**config.mk**
```make
export PLATFORM = sky130hd
export DESIGN_NAME = mac_unit
export DESIGN_NICKNAME = d
export VERILOG_FILES = /design/src/rtl/mac_pkg.sv /design/src/rtl/mac_operand.sv /design/src/rtl/mac_scaler.sv /design/src/rtl/mac_accum.sv /design/src/rtl/mac_unit.sv
export SDC_FILE = /design/constraint.sdc
export NUM_CORES = 2
export LEC_CHECK = 0
export BUFFER_PORTS_ARGS = -buffer_cell sky130_fd_sc_hd__buf_4
export CORE_MARGIN = 2
export CORE_UTILIZATION = 45
export DETAILED_ROUTE_END_ITERATION = 16
export PLACE_DENSITY_LB_ADDON = 0.15
export REMOVE_ABC_BUFFERS = 1
export SETUP_SLACK_MARGIN = 0.2
export SLEW_MARGIN = 20
export SYNTH_ARGS = -nofsm -noshare
export SYNTH_HDL_FRONTEND = slang
export SYNTH_SLANG_ARGS = --single-unit
```
**constraint.sdc**
```tcl
create_clock -name clk -period 9.4 [get_ports clk]
set_input_delay 0.47 -clock clk [delete_from_list [all_inputs] [get_ports clk]]
set_output_delay 0.47 -clock clk [all_outputs]
set_load 0.1 [all_outputs]
```
**src/rtl/mac_pkg.sv**
```systemverilog
package mac_pkg;

    typedef enum logic [2:0] {
        OP_MUL    = 3'b000,
        OP_RDMODE = 3'b001,
        OP_MAC    = 3'b010,
        OP_MSU    = 3'b011,
        OP_WRACC  = 3'b100,
        OP_CLRACC = 3'b101,
        OP_RDACC  = 3'b110,
        OP_WRMODE = 3'b111
    } mac_op_e;

    typedef enum logic [1:0] {
        FMT_SIGNED   = 2'b00,
        FMT_UNSIGNED = 2'b01,
        FMT_FRAC     = 2'b10,
        FMT_RSVD     = 2'b11
    } mac_fmt_e;

endpackage

```
**src/rtl/mac_operand.sv**
```systemverilog
// Extends one raw operand to a signed value one bit wider than the data path.
module mac_operand
    import mac_pkg::*;
#(
    parameter int DATA_W = 32,
    parameter int HALF_W = 16
) (
    input  logic [DATA_W-1:0] raw,
    input  logic              half,
    input  mac_fmt_e          fmt,
    output logic [DATA_W:0]   ext
);
    localparam int PAD = DATA_W - HALF_W;

    logic [HALF_W-1:0] lo;
    assign lo = raw[HALF_W-1:0];

    always_comb begin
        case (fmt)
            FMT_FRAC:
                // a short fraction occupies the top half of the word
                ext = half ? {lo[HALF_W-1], lo, {PAD{1'b0}}} : {raw[DATA_W-1], raw};
            FMT_UNSIGNED:
                ext = half ? {{(PAD+1){1'b0}}, lo} : {1'b0, raw};
            default:
                ext = half ? {{(PAD+1){lo[HALF_W-1]}}, lo} : {raw[DATA_W-1], raw};
        endcase
    end
endmodule

```
**src/rtl/mac_scaler.sv**
```systemverilog
// Turns a raw product into the accumulate addend and the plain-multiply result.
module mac_scaler
    import mac_pkg::*;
#(
    parameter int DATA_W = 32,
    parameter int ACC_W  = 48
) (
    input  logic [2*DATA_W+1:0] prod,
    input  mac_fmt_e            fmt,
    output logic [2*DATA_W+1:0] addend,
    output logic [DATA_W-1:0]   mres
);
    localparam int PROD_W = 2*DATA_W + 2;
    localparam int FULL_W = 2*DATA_W;
    localparam int SHIFT  = FULL_W - ACC_W;
    localparam int EXT    = PROD_W - ACC_W;
    localparam logic [PROD_W-1:0] ONE_SQ = PROD_W'(1) << (FULL_W - 2);

    logic              clip;
    logic [FULL_W-1:0] q;

    always_comb begin
        // only (-1)*(-1) reaches 2^(FULL_W-2); doubling it would overflow
        clip = (prod == ONE_SQ);
        q    = clip ? {1'b0, {(FULL_W-1){1'b1}}} : {prod[FULL_W-2:0], 1'b0};
        if (fmt == FMT_FRAC) begin
            addend = {{EXT{q[FULL_W-1]}}, q[FULL_W-1:SHIFT]};
            mres   = q[FULL_W-1:DATA_W];
        end else begin
            addend = prod;
            mres   = prod[DATA_W-1:0];
        end
    end
endmodule

```
**src/rtl/mac_accum.sv**
```systemverilog
// Adds or subtracts the addend and applies the range rule of the format.
module mac_accum
    import mac_pkg::*;
#(
    parameter int ACC_W  = 48,
    parameter int PROD_W = 66
) (
    input  logic [ACC_W-1:0]  acc,
    input  logic [PROD_W-1:0] addend,
    input  logic              sub,
    input  mac_fmt_e          fmt,
    input  logic              sat,
    output logic [ACC_W-1:0]  nxt,
    output logic              ovf
);
    localparam int SUM_W = PROD_W + 1;

    logic             uns;
    logic [SUM_W-1:0] acc_x;
    logic [SUM_W-1:0] add_x;
    logic [SUM_W-1:0] sum;
    logic [ACC_W-1:0] clamp;

    always_comb begin
        uns   = (fmt == FMT_UNSIGNED);
        acc_x = {{(SUM_W-ACC_W){acc[ACC_W-1] & ~uns}}, acc};
        add_x = {addend[PROD_W-1], addend};
        sum   = sub ? (acc_x - add_x) : (acc_x + add_x);
        if (uns) begin
            ovf   = |sum[SUM_W-1:ACC_W];
            clamp = sum[SUM_W-1] ? '0 : '1;
        end else begin
            ovf   = !((&sum[SUM_W-1:ACC_W-1]) || (~|sum[SUM_W-1:ACC_W-1]));
            clamp = sum[SUM_W-1] ? {1'b1, {(ACC_W-1){1'b0}}} : {1'b0, {(ACC_W-1){1'b1}}};
        end
        nxt = (ovf && sat) ? clamp : sum[ACC_W-1:0];
    end
endmodule

```
**src/rtl/mac_unit.sv**
```systemverilog
// Four-stage multiply-accumulate unit: operand prep, multiply, scale, accumulate.
module mac_unit
    import mac_pkg::*;
#(
    parameter int DATA_W = 32,
    parameter int HALF_W = 16,
    parameter int ACC_W  = 48
) (
    input  logic              clk,
    input  logic              rst_n,
    input  logic              in_valid,
    input  logic [2:0]        in_op,
    input  logic              in_half,
    input  logic [DATA_W-1:0] in_a,
    input  logic [DATA_W-1:0] in_b,
    output logic              out_valid,
    output logic [ACC_W-1:0]  out_data,
    output logic              out_ovf
);
    localparam int OPND_W = DATA_W + 1;
    localparam int PROD_W = 2*DATA_W + 2;
    localparam int WR_HI  = ACC_W - DATA_W;

    typedef struct packed {
        logic              vld;
        mac_op_e           op;
        mac_fmt_e          fmt;
        logic              sat;
        logic [OPND_W-1:0] a;
        logic [OPND_W-1:0] b;
        logic [ACC_W-1:0]  wr;
    } st1_t;

    typedef struct packed {
        logic              vld;
        mac_op_e           op;
        mac_fmt_e          fmt;
        logic              sat;
        logic [PROD_W-1:0] prod;
        logic [ACC_W-1:0]  wr;
    } st2_t;

    typedef struct packed {
        logic              vld;
        mac_op_e           op;
        mac_fmt_e          fmt;
        logic              sat;
        logic [PROD_W-1:0] addend;
        logic [DATA_W-1:0] mres;
        logic [ACC_W-1:0]  wr;
    } st3_t;

    typedef struct packed {
        st1_t             s1;
        st2_t             s2;
        st3_t             s3;
        logic             ovld;
        logic [ACC_W-1:0] odata;
        logic [ACC_W-1:0] acc;
        logic             ovf;
        logic             sat;
        mac_fmt_e         fmt;
    } state_t;

    state_t state_d, state_q;

    mac_op_e           op_in;
    logic              wr_mode;
    logic              eff_sat;
    mac_fmt_e          eff_fmt;
    logic [OPND_W-1:0] opnd_a, opnd_b;
    logic [PROD_W-1:0] addend;
    logic [DATA_W-1:0] mres;
    logic [ACC_W-1:0]  acc_nxt;
    logic              acc_ovf;

    // mode writes act at issue so the very next operation sees them
    assign op_in   = mac_op_e'(in_op);
    assign wr_mode = in_valid && (op_in == OP_WRMODE);
    assign eff_sat = wr_mode ? in_a[2] : state_q.sat;
    assign eff_fmt = wr_mode ? mac_fmt_e'(in_a[1:0]) : state_q.fmt;

    mac_operand #(.DATA_W(DATA_W), .HALF_W(HALF_W)) i_prep_a (
        .raw (in_a),
        .half(in_half),
        .fmt (eff_fmt),
        .ext (opnd_a)
    );

    mac_operand #(.DATA_W(DATA_W), .HALF_W(HALF_W)) i_prep_b (
        .raw (in_b),
        .half(in_half),
        .fmt (eff_fmt),
        .ext (opnd_b)
    );

    mac_scaler #(.DATA_W(DATA_W), .ACC_W(ACC_W)) i_scale (
        .prod  (state_q.s2.prod),
        .fmt   (state_q.s2.fmt),
        .addend(addend),
        .mres  (mres)
    );

    mac_accum #(.ACC_W(ACC_W), .PROD_W(PROD_W)) i_accum (
        .acc   (state_q.acc),
        .addend(state_q.s3.addend),
        .sub   (state_q.s3.op == OP_MSU),
        .fmt   (state_q.s3.fmt),
        .sat   (state_q.s3.sat),
        .nxt   (acc_nxt),
        .ovf   (acc_ovf)
    );

    always_comb begin
        state_d = state_q;

        state_d.sat = eff_sat;
        state_d.fmt = eff_fmt;

        // stage 1: register prepared operands
        state_d.s1.vld = in_valid;
        state_d.s1.op  = op_in;
        state_d.s1.fmt = eff_fmt;
        state_d.s1.sat = eff_sat;
        state_d.s1.a   = opnd_a;
        state_d.s1.b   = opnd_b;
        state_d.s1.wr  = {in_b[WR_HI-1:0], in_a};

        // stage 2: full-width signed multiply
        state_d.s2.vld  = state_q.s1.vld;
        state_d.s2.op   = state_q.s1.op;
        state_d.s2.fmt  = state_q.s1.fmt;
        state_d.s2.sat  = state_q.s1.sat;
        state_d.s2.prod = PROD_W'($signed(state_q.s1.a)) * PROD_W'($signed(state_q.s1.b));
        state_d.s2.wr   = state_q.s1.wr;

        // stage 3: fractional scaling
        state_d.s3.vld    = state_q.s2.vld;
        state_d.s3.op     = state_q.s2.op;
        state_d.s3.fmt    = state_q.s2.fmt;
        state_d.s3.sat    = state_q.s2.sat;
        state_d.s3.addend = addend;
        state_d.s3.mres   = mres;
        state_d.s3.wr     = state_q.s2.wr;

        // stage 4: accumulator and result
        state_d.ovld  = state_q.s3.vld;
        state_d.odata = '0;
        if (state_q.s3.vld) begin
            case (state_q.s3.op)
                OP_MUL: state_d.odata = {{WR_HI{1'b0}}, state_q.s3.mres};
                OP_MAC, OP_MSU: begin
                    state_d.acc   = acc_nxt;
                    state_d.ovf   = state_q.ovf | acc_ovf;
                    state_d.odata = acc_nxt;
                end
                OP_WRACC: begin
                    state_d.acc   = state_q.s3.wr;
                    state_d.odata = state_q.s3.wr;
                end
                OP_CLRACC: begin
                    state_d.acc = '0;
                    state_d.ovf = 1'b0;
                end
                OP_RDACC: state_d.odata = state_q.acc;
                default:
                    state_d.odata = ACC_W'({state_q.ovf, state_q.s3.sat, state_q.s3.fmt});
            endcase
        end
    end

    always_ff @(posedge clk or negedge rst_n) begin
        if (!rst_n) begin
            state_q <= '0;
        end else begin
            state_q <= state_d;
        end
    end

    assign out_valid = state_q.ovld;
    assign out_data  = state_q.odata;
    assign out_ovf   = state_q.ovf;

endmodule

```
After elaboration in Yosys (flattened, before gate mapping)

Cells that the tools add are included.

Equality and inequality tests: 11
Bitwise logic cells: 3
Reductions and logical operators: 14
Muxes and demuxes: 22
Multipliers: 1
Add/subtract/negate cells: 2

Operator list:

| cell                                                  | number |
|---|---|
| case mux 48 bit (5 select lines)                      | 1 |
| 2-to-1 mux 48 bit                                     | 4 |
| case mux 48 bit (3 select lines)                      | 1 |
| 2-to-1 mux 33 bit                                     | 4 |
| case mux 33 bit (2 select lines)                      | 2 |
| 2-to-1 mux 97 bit                                     | 1 |
| 2-to-1 mux 32 bit                                     | 3 |
| adder 49 x 66 -> 67 bit                               | 1 |
| 2-to-1 mux 67 bit                                     | 1 |
| subtractor 49 x 66 -> 67 bit                          | 1 |
| equality test 66 x 63 -> 1 bit, second input constant | 1 |
| multiplier 33 x 33 -> 66 bit                          | 1 |
| 2-to-1 mux 66 bit                                     | 1 |
| 2-to-1 mux 64 bit                                     | 1 |
| AND reduction 20 bit                                  | 1 |
| OR reduction 20 bit                                   | 1 |
| OR reduction 19 bit                                   | 1 |
| equality test 3 bit, second input constant            | 4 |
| equality test 3 x 2 -> 1 bit, second input constant   | 2 |
| equality test 2 x 1 -> 1 bit, second input constant   | 2 |
| equality test 2 bit, second input constant            | 2 |
| AND reduction 2 bit                                   | 2 |
| logical NOT 3 bit                                     | 1 |
| nonzero test 3 bit                                    | 1 |
| 11 further kinds                                      | 13 |

Input port bits: 71
Output and inout bits: 50
Word-level logic and storage cells: 77
Bits in registers: 493

Depth between registers and ports, before layout

Depth in word-level cells: 14
Gate-level depth with buffers: 32
Depth with buffers taken out: 31

Cells and area by module

From an unflattened synthesis, not the netlist that was laid out.

Cells, all modules: 6653
Area total of the unflattened synthesis: 63169.3 um^2

Modules (own cells, without submodules):

| module      | cells an instance | instances | seq. area each (um^2) | area an instance (um^2) |
|---|---|---|---|---|
| mac_unit    | 5200              | 1         | 12336.8               | 54030.6 |
| mac_accum   | 1040              | 1         | 0.0                   | 6820.3 |
| mac_scaler  | 263               | 1         | 0.0                   | 1207.4 |
| mac_operand | 75                | 2         | 0.0                   | 555.5 |

Least setup slack after synthesis

No wires, ideal clock.

Path kind: reg2reg
From: register state_q[488] in the netlist's numbering
To: register state_q[357] in the netlist's numbering
Data required time: 9.276 ns
Path buffers: 1
Clock period less this slack: 8.121 ns
Arrival: 7.997 ns
Library setup time: 0.124 ns
Cell stages (with the launch flop): 30
Slack: 1.279 ns
Cells stage by stage: dfrtp_1 > clkbuf_1 > nand2_1 > inv_1 > fa_1 > inv_1 > fa_1 > inv_1 > fa_1 > inv_1 > fa_1 > inv_1 > fa_1 > fa_1 > fa_1 > inv_1 > fa_1 > inv_1 > ha_1 > and2_1 > nand4_1 > nor3_1 > or4b_2 > a2111oi_0 > nor2_1 > a21boi_0 > o21ai_0 > a31oi_1 > o21ai_0 > xnor2_1

RTL lines:

| element                  | RTL line        | source |
|---|---|---|
| start: declaration       | mac_unit.sv:65  | `state_t state_d, state_q;` |
| start signal: assignment | mac_unit.sv:176 | `state_q <= state_d;` |

==> impl_metrics.tcl <==
set metrics [dict create \
    first_global_vias 47246 \
    cts_buffers 54 \
    grt_usage 0.287 \
    setup-violations-final 0 \
    clk_pin_slew_ns 0.08 \
    maxCapViolCount 0 \
    postRouteAntennaNets 0 \
    hold_depth 2 \
    post-route-min-period_ns 8.93 \
    synth.cell_area_mm2 0.0617 \
    rsz0062_at_grt "no" \
    fp-row-count 135 \
    startpoint_type "flop" \
    ios 121 \
    die_y_um 374 \
    cpPeakStageDelay_ns 0.84 \
    min_from "in_b[26]" \
    worst_hold_path_type "in2reg" \
    post-route-period-util 0.950 \
    syn_inst 6403 \
    final-hold-violation-count 0 \
    whs_ns 0.0214 \
    critPathTopFamily "adder cells" \
    clkSinkCount 493 \
    critPathKind "reg2reg" \
    cp_data_arrival_time_ns 9.45 \
    cp_max_fo 19 \
    ctsHtreeMaxLevel 2 \
    maxSlewViolCount 0 \
    drive_gt1_frac 0.0666 \
    clk_latency_ns 0.67 \
    dr.pass1.iters 8 \
    cts_tree "done" \
    dieWidth_um 374 \
    setup_slack_ns 0.468 \
    initial_core_util 0.454 \
    synthToLayoutAreaGrowth_pct 8.33 \
    gp_congestion 0.962 \
    worst_pin_slew_ns 1.07 \
    io_buffers 120 \
    core_area_mm2 0.136 \
    worst_path_max_delay_cell "dfrtp_1" \
    mostFrequentLayoutCells "1,184 x inv_1, 1,146 x fa_1, 820 x nand2_1" \
    worstPathRequired_ns 9.92 \
    final_net_count 7889 \
    grt_first_pass_wirelength_um 302000 \
    yosysSeqAreaShare 0.200 \
    fin_tns_setup_ns 0 \
    rr_worst_depth 29 \
    place_ws_ns -0.0469 \
    synth_cell_types 75 \
    max_freq_mhz 112 \
    crit_buf_inv 6 \
    antenna_found_initial 11 \
    vias 45085 \
    ff2ff_setup_slack_ns 0.47 \
    cts_setup_buffers 0 \
    final_common_cell "inv_1" \
    r2r_start "state_q[478]" \
    dp_hpwl_um 159000 \
    min_to "state_q[449]" \
    syn_area_per_cell_um2 9.63 \
    viasPerCell 5.49 \
    ys.flop_type "dfrtp_1" \
    synth-seq-cells 493 \
    grt_max_degree 134 \
    routed_wirelength_um 197000 \
    remaining_drc_errors 0 \
    relSlewSlack 0.289 \
    fin_skew_ns 0.0502 \
    worstSetupEndpointType "flop" \
    first_iter_violations 4405 \
    die-area_mm2 0.140 \
    clk_path_buf_depth 3 \
    status "completed" \
    synth_warnings 0 \
    synth_edf_count 0 \
    grt_overflow 0 \
    synthArstFlopShare 1.00 \
    r2r_end "state_q[367]" \
    clockRootBuffer "clkbuf_16" \
    routedWlPerCell_um 24.0 \
    nFillCells 12915 \
    cpMostUsedCell "fa_1" \
]
==> registers in the layout, summed over array words and instances, names as in the netlist <==
name / count
state_d: 108
state_q: 335
out_data: 48
out_ovf: 1
out_valid: 1
==> logic make-up (layout without fill, tap and decap cells) <==
logic type,after synthesis,count (layout),synth area share
AND/OR/NAND/NOR,1860,1860,0.148
buffers and inverters,1569,1594,0.0991
adder cells (fa/ha/maj),1436,1436,0.431
AO/OA/AOI/OAI,813,813,0.0877
flip-flops,493,493,0.200
XOR/XNOR,189,189,0.0268
multiplexers,43,43,0.00706
other,0,5,0
==> Yosys cell counts, types with 12 or more instances <==
library cell  number  area share
a211oi_1          14      0.0017
a21o_1            60      0.0073
a21oi_1          198       0.016
a221o_1           33      0.0054
a22oi_1           24      0.0029
a311oi_1          18      0.0026
a31oi_1           53      0.0054
and2_1           561       0.057
and3_1            14      0.0014
buf_4             50      0.0061
clkbuf_1         320       0.019
dfrtp_1          493        0.20
fa_1            1146        0.37
ha_1             290       0.059
inv_1           1184       0.072
mux2i_1           39      0.0063
nand2_1          821       0.050
nand2b_1          29      0.0029
nand3_1           30      0.0024
nand4_1           43      0.0044
nor2_1           163      0.0099
nor2b_1           62      0.0063
nor3_1            52      0.0042
nor4_1            31      0.0031
o21a_1            12      0.0015
o21ai_0          183       0.015
o21bai_1          27      0.0033
o22a_1            78       0.011
o31ai_1           14      0.0017
o32a_1            25      0.0041
xnor2_1          117       0.017
xor2_1            72       0.010
==> worst max-delay path by stage <==
stage	from	to	depth (start not counted)
after global routing	state_q[423]	state_q[367]	30
after detailed placement	state_q[470]	state_q[367]	29
after CTS	state_q[474]	state_q[367]	29
final	state_q[478]	state_q[367]	29
after global placement	state_q[470]	state_q[367]	29
after floorplan	state_q[488]	state_q[357]	28
==> worst reg2reg max path: cells and delay by family, from the launching register on <==
| kind | cells | cell delay, ns |
|---|---|---|
| AOI/OAI and AO/OA | 9 | 1.85 |
| xor gates and xnor gates | 1 | 0.08 |
| adders and majority gates | 9 | 4.25 |
| buffers and inverters | 6 | 0.86 |
| DFF | 1 | 0.84 |
| and+or+nand+nor | 4 | 0.95 |
==> routing by layer <==
| metal | vias up | wire (um) | track usage |
|---|---|---|---|
| met5 | - | 36 | 0 |
| met4 | 4 | 6410 | 0.0823 |
| met3 | 302 | 17400 | 0.0626 |
| met2 | 1771 | 89500 | 0.449 |
| met1 | 23359 | 84000 | 0.402 |
| li1 | 19649 | - | - |
==> repair_timing <==
action                                  4_1_cts  5_1_grt
endpoints found under the setup margin        7       13
resized for setup                             7       32
hold buffers                                 42        0
hold endpoints to repair                    146        0
==> layout make-up <==
cell class	instances	area, um^2	area share
timing repair buffer	307	2490	0.0373
multi-input combinational	4341	43300	0.648
inverter	1185	4450	0.0666
tap	1781	2230	0.0334
clock buffer	65	1470	0.0220
clock inverter	37	450	0.00674
sequential	493	12400	0.185
antenna	5	12.5	0.000187
==> metrics by stage <==
| stage | std cells | cell area, um^2 | util |
|---|---|---|---|
| floorplan | 6019 | 60000 | - |
| global placement | 8065 | 64400 | 0.474 |
| detailed placement | 8065 | 64400 | 0.474 |
| CTS | 8209 | 66700 | 0.491 |
| global route | 8209 | 66800 | 0.492 |
| finish | 8214 | 66800 | 0.492 |
Power is not shown: default switching activity piles up to over one toggle a cycle in this logic, so the estimate is an artifact.
